===== src/rtl/tx_squelch_qual.sv =====
module tx_squelch_qual #(
  parameter int ON_CYCLES  = 3,
  parameter int GAP_CYCLES = 50
) (
  input  logic clk,
  input  logic rst_n,
  input  logic neg_exc,
  input  logic jab_inhibit,
  output logic tx_active,
  output logic drv_en
);

  localparam int OW = $clog2(ON_CYCLES + 1);
  localparam int GW = $clog2(GAP_CYCLES + 1);
  localparam logic [OW-1:0] ON_LAST  = OW'(ON_CYCLES - 1);
  localparam logic [GW-1:0] GAP_LAST = GW'(GAP_CYCLES - 1);

  logic [OW-1:0] on_cnt;
  logic [GW-1:0] gap_cnt;

  always_ff @(posedge clk or negedge rst_n) begin
    if (!rst_n) begin
      tx_active <= 1'b0;
      on_cnt    <= '0;
      gap_cnt   <= '0;
    end else if (!tx_active) begin
      if (!neg_exc) begin
        on_cnt <= '0;
      end else if (on_cnt == ON_LAST) begin
        tx_active <= 1'b1;
        on_cnt    <= '0;
        gap_cnt   <= '0;
      end else begin
        on_cnt <= on_cnt + 1'b1;
      end
    end else begin
      if (neg_exc) begin
        gap_cnt <= '0;
      end else if (gap_cnt == GAP_LAST) begin
        tx_active <= 1'b0;
        gap_cnt   <= '0;
      end else begin
        gap_cnt <= gap_cnt + 1'b1;
      end
    end
  end

  assign drv_en = tx_active & ~jab_inhibit;

  a_r2_rise_on_excursion: assert property (@(posedge clk) disable iff (!rst_n)
    $rose(tx_active) |-> $past(neg_exc));

  a_r3_quiet_stays_idle: assert property (@(posedge clk) disable iff (!rst_n)
    (!tx_active && !neg_exc) |=> !tx_active);

  a_r5_fall_on_quiet: assert property (@(posedge clk) disable iff (!rst_n)
    $fell(tx_active) |-> !$past(neg_exc));

  a_r6_excursion_holds: assert property (@(posedge clk) disable iff (!rst_n)
    (tx_active && neg_exc) |=> tx_active);

  a_r7_inhibit_blocks: assert property (@(posedge clk) disable iff (!rst_n)
    jab_inhibit |-> !drv_en);

endmodule


===== config.mk =====
export PLATFORM = sky130hd
export DESIGN_NAME = tx_squelch_qual
export DESIGN_NICKNAME = d
export VERILOG_FILES = /design/src/rtl/tx_squelch_qual.sv
export SDC_FILE = /design/constraint.sdc
export NUM_CORES = 1
export LEC_CHECK = 0
export BUFFER_PORTS_ARGS = -buffer_cell sky130_fd_sc_hd__buf_2
export CELL_PAD_IN_SITES_DETAIL_PLACEMENT = 1
export CELL_PAD_IN_SITES_GLOBAL_PLACEMENT = 1
export CORE_MARGIN = 10
export CORE_UTILIZATION = 36
export DETAILED_ROUTE_END_ITERATION = 12
export PLACE_DENSITY_LB_ADDON = 0.12
export SLEW_MARGIN = 10
export SYNTH_ARGS = -nofsm -noshare
export SYNTH_HDL_FRONTEND = slang
export SYNTH_SLANG_ARGS = --single-unit

===== constraint.sdc =====
create_clock -name clk -period 1.24 [get_ports clk]
set_clock_uncertainty 0.2 [all_clocks]
set_input_delay 0.186 -clock clk [delete_from_list [all_inputs] [get_ports clk]]
set_output_delay 0.186 -clock clk [all_outputs]
set_load 0.05 [all_outputs]

Word-level counts from Yosys, hierarchy flattened
Cells that the tools add are included.

operators by class
  shift-type cells = 0
  equal/unequal tests = 2
  bitwise operators = 2
  muxes and demuxes = 12
  $add $sub $neg = 2
  $lt $le $gt $ge = 0
  reduce and logical (&&, ||, !) cells = 3
  divide/modulo/power cells = 0
  $mul = 0

operators by type and width
  operator                                                       number
  6-bit 2-to-1 mux                                               5
  6-bit by 1-bit adder with 6-bit output, second input constant  1
  6-bit == test, second input constant                           1
  1-bit 2-to-1 mux                                               5
  2-bit 2-to-1 mux                                               2
  2-bit nonzero test                                             2
  2-bit by 1-bit adder with 2-bit output, second input constant  1
  2-bit == test, second input constant                           1
  2-bit AND reduction                                            1
  1-bit bitwise AND                                              1
  1-bit inverter                                                 1

storage, ports and cells
  memories kept = 0
  register bits = 9
  memory bits (read-only) = 0
  latch bits = 0
  bits of input ports = 4
  output and inout bits = 2
  bits in writable memories = 0
  logic and storage cells = 24

Depth between registers and ports, before layout
  depth after elaboration = 4
  depth in mapped cells = 4
  mapped depth without buffers = 4

Worst setup path before layout
No wires, ideal clock.

  path kind = reg2out
  start = reg tx_active
  end = out drv_en
  data arrival time = 1.608 ns
  stages on the path, launching flop included = 3
  slack = -0.754 ns
  path buffers = 0
  data required time = 0.854 ns
  path through = dfrtp_1 > inv_1 > nor2_1

between the ends
  word-level cells in the longest chain between the ends = 1

ends and longest elaborated chain
  item                      line  source
  start: declaration        9     output logic tx_active,
  start signal: assignment  23    tx_active <= 1'b0;
  start signal: assignment  30    tx_active <= 1'b1;
  start signal: assignment  40    tx_active <= 1'b0;
  1-bit bitwise AND         48    assign drv_en = tx_active & ~jab_inhibit;
  end: declaration          10    output logic drv_en

Every way passes these cells.

Worst setup path in the final report
  start = reg gap_cnt[0]
  end = reg gap_cnt[5]

between the ends
  word-level cells in the longest chain between the ends = 4
  elaborated cells on any way between the ends = 5
  classes of those cells = 1 x add/sub; 1 x eq/ne; 3 x mux

ends and longest elaborated chain
  item                                                                            line    source
  start: declaration                                                              19      logic [GW-1:0] gap_cnt;
  start signal: assignment                                                        43      gap_cnt <= gap_cnt + 1'b1;
  6-bit by 1-bit adder with 6-bit output / 6-bit == test (equally long branches)  43, 39
  6-bit 2-to-1 mux (*)                                                            39      end else if (gap_cnt == GAP_LAST) begin
  6-bit 2-to-1 mux (*)                                                            37      if (neg_exc) begin
  6-bit 2-to-1 mux (*)                                                            26      end else if (!tx_active) begin

Every way passes the cells marked *; elsewhere a longest branch is shown, timed or not.
A chain may end at the register's enable or synchronous reset.

==> summary.txt <==
Placed design
  • Detail Placement HPWL: 1.16 mm
  • GP Congestion: 0.849
  • Placed Area: 647 µm²
  • Pre-CTS setup slack: -209 ps
  • Port Buf Inserts: 5

Die
  • Initial Utilization: 38.1%
  • Top Ports: 6
  • Die width: 56.9 µm
  • Die Ht: 56.9 µm
  • Core Area: 1280 µm²
  • Die ar.: 3230 µm²
  • Rows: 13

Synthesis
  • Post-Syn Area: 489 µm²
  • Yosys top cell by area: dfrtp_1
  • Cell variety after synth: 26
  • Post-Syn Instances: 48
  • Ys Warns: 0
  • Top-area cell type share of the netlist area: 46.0%
  • Seq/Total Area, Yosys: 46.0%
  • Synth area leaders: dfrtp_1 (46%), ha_1 (5.1%), nand3_1 (4.1%)
  • Avg Cell Area, Syn: 10.2 µm²
  • Synth Register Bits: 9
  • Most frequent cell after synthesis: dfrtp_1
  • Post-synth EDFFs: 0
  • Most frequent cells after synthesis: dfrtp_1 (9), inv_1 (4), nand3_1 (4), nand2b_1 (3)
  • Async SR Flop Fraction: 100%
  • Ys flop type: dfrtp_1
  • Synth Net Count: 54

Clocking
  • CTS sink count: 9
  • H-tree levels: 1
  • CTS tree: yes
  • Clock Root Buffer: clkbuf_4
  • CTS max path bufs: 2
  • CTS Buf Count: 3
  • Clk pin slew, worst setup/hold paths: 70 ps
  • Worst skew pair latency: 270 ps

Worst setup path
  • Critical path, cell by cell: buf_6 > nand3_4 > or4_4 > o211ai_2
  • Critical path peak fanout: 3
  • CP max-delay cell: dfrtp_2
  • Crit start category: register
  • R2r setup slk: -210 ps
  • Slowest stage delay, CP: 440 ps
  • R2r worst-path depth: 4
  • Crit end category: register
  • Worst path required time: 1230 ps
  • RR Endpoint: gap_cnt[5]
  • Critical path class: register to register
  • Reg2reg start: gap_cnt[0]
  • Worst endpoint data arrival time: 1440 ps

Run
  • Max_cap viols: 0

Detailed routing
  • Vias per Instance: 5.61
  • Pre-antenna DRT Iters: 4
  • DR DRC count: 0
  • Initial DRC count: 12
  • Vias post-DR: 522
  • Antenna Violating Nets Remaining: 0
  • Drt wl/cell: 22.8 µm
  • Routed WL: 2.12 mm

Worst hold path
  • Worst Hold Class: input port to async pin

Global routing
  • Overall Global Routing Usage: 11.7%
  • First-pass GRT wire length: 3.07 mm
  • Largest net degree at the start of global routing: 10
  • Number of global-route vias before repair: 611
  • Initial antenna violation count: 0
  • GRT overflow: 0

Pwr
  • P_leak: 0.377 nW
  • Peak supply drop: 0.00115 V
  • Pwr Total: 1.71 mW
  • PD cells: 1880 nW/µm²

Outcome
  • Violated checks: setup timing
  • Outcome: finished with violations

Cells and area
  • Nets: 85
  • Area Growth Syn to Fin: 85.9%
  • ANT cells: 0
  • Util after Layout: 70.8%
  • Layout cell share with drive strength beyond 1: 70.5%
  • Final instance area: 910 µm²
  • Fillers: 127

STA
  • Unrepaired setup endpoints after global routing: true
  • Final-report hold violation count: 0
  • Worst Tran Pin Value: 357 ps
  • Slew margin rel.: 75.9%
  • Final setup violation count: 9
  • Period utilisation layout: 117%
  • Final worst slack: -209 ps
  • Minimum clock period after layout: 1450 ps
  • Setup_tns: -1430 ps
  • Max Fclk: 0.690 GHz
  • Slew Limit Fails: 0
[cell type report]
| class | count | area [µm²] | area share (%) |
|---|---|---|---|
| Clock buffer | 4 | 26.3 | 2.89 |
| Tap cell | 15 | 18.8 | 2.06 |
| Timing Repair Buffer | 26 | 216 | 23.8 |
| Inverter | 4 | 18.8 | 2.06 |
| Sequential cell | 9 | 229 | 25.2 |
| Multi-Input combinational cell | 35 | 400 | 44.0 |
[registers in the layout (all words and copies together) (netlist names)]
| register | count |
|---|---|
| tx_active | 1 |
| on_cnt | 2 |
| gap_cnt | 6 |
[through the flow]
| step | hold slack [ps] | instances |
|---|---|---|
| after floorplan | -310 | 48 |
| after global placement | -153 | 82 |
| after detailed placement | -145 | 82 |
| after CTS | 107 | 92 |
| after global routing | 101 | 93 |
| final | 101 | 93 |
[layout by cell type, fill, tap and decap left out, types with 2 or more instances in the layout]
cell / Yosys / final
buf_6: 0 / 5
dfrtp_1: 9 / 6
buf_2: 0 / 3
dfrtp_2: 0 / 3
nand2b_1: 3 / 2
clkbuf_4: 0 / 3
inv_1: 4 / 2
ha_4: 0 / 2
buf_4: 0 / 16
nand3_2: 0 / 2
[repair_timing]
item,in CTS,in global routing
hold buffers,1,0
endpoints found under the setup margin,11,10
endpoints found under the hold margin,9,0
gates resized for setup,22,17
setup buffers,5,3
pin swaps,4,6
[report_power, final]
group | switching, mW | leakage (nW) | total [mW] | internal, mW
clock network | 0.121 | 0.0150 | 0.246 | 0.125
logic | 0.469 | 0.248 | 0.996 | 0.527
registers | 0.0981 | 0.114 | 0.469 | 0.371
total | 0.688 | 0.377 | 1.71 | 1.02
[per-layer routing]
metal	global-route usage [%]	vias to the layer above	wire, µm
li1	-	241	-
met1	13.3	257	923
met2	20.4	16	1030
met3	3.82	8	105
met4	3.02	0	63
met5	0	-	0
[worst max-delay path, delay by kind of cell, from the launching register on]
kind	cells	cell delay, ps
buffers and inverters	1	130
AO/OA/AOI/OAI	1	80
AND/OR/NAND/NOR	2	510
flip-flops	1	440
[how the worst max path moves through the flow]
stage | from | endpoint | slack, ps
floorplan | tx_active | gap_cnt[5] | -230
global route | on_cnt[0] | gap_cnt[2] | -290
finish | gap_cnt[0] | gap_cnt[5] | -210
detailed placement | gap_cnt[0] | gap_cnt[4] | -210
global placement | gap_cnt[0] | gap_cnt[4] | -160
CTS | tx_active | drv_en | -190
[cell families (layout without fill, tap and decap cells)]
kind of cell	after synthesis	after routing	share of synthesized area, %
adders and majority gates	2	2	5.11
and+or+nand+nor	19	19	23.8
muxes	1	1	2.30
DFF	9	9	46.0
buffers and inverters	4	34	3.07
AOI/OAI and AO/OA	13	13	19.7
(Power assumes the default switching activity.)
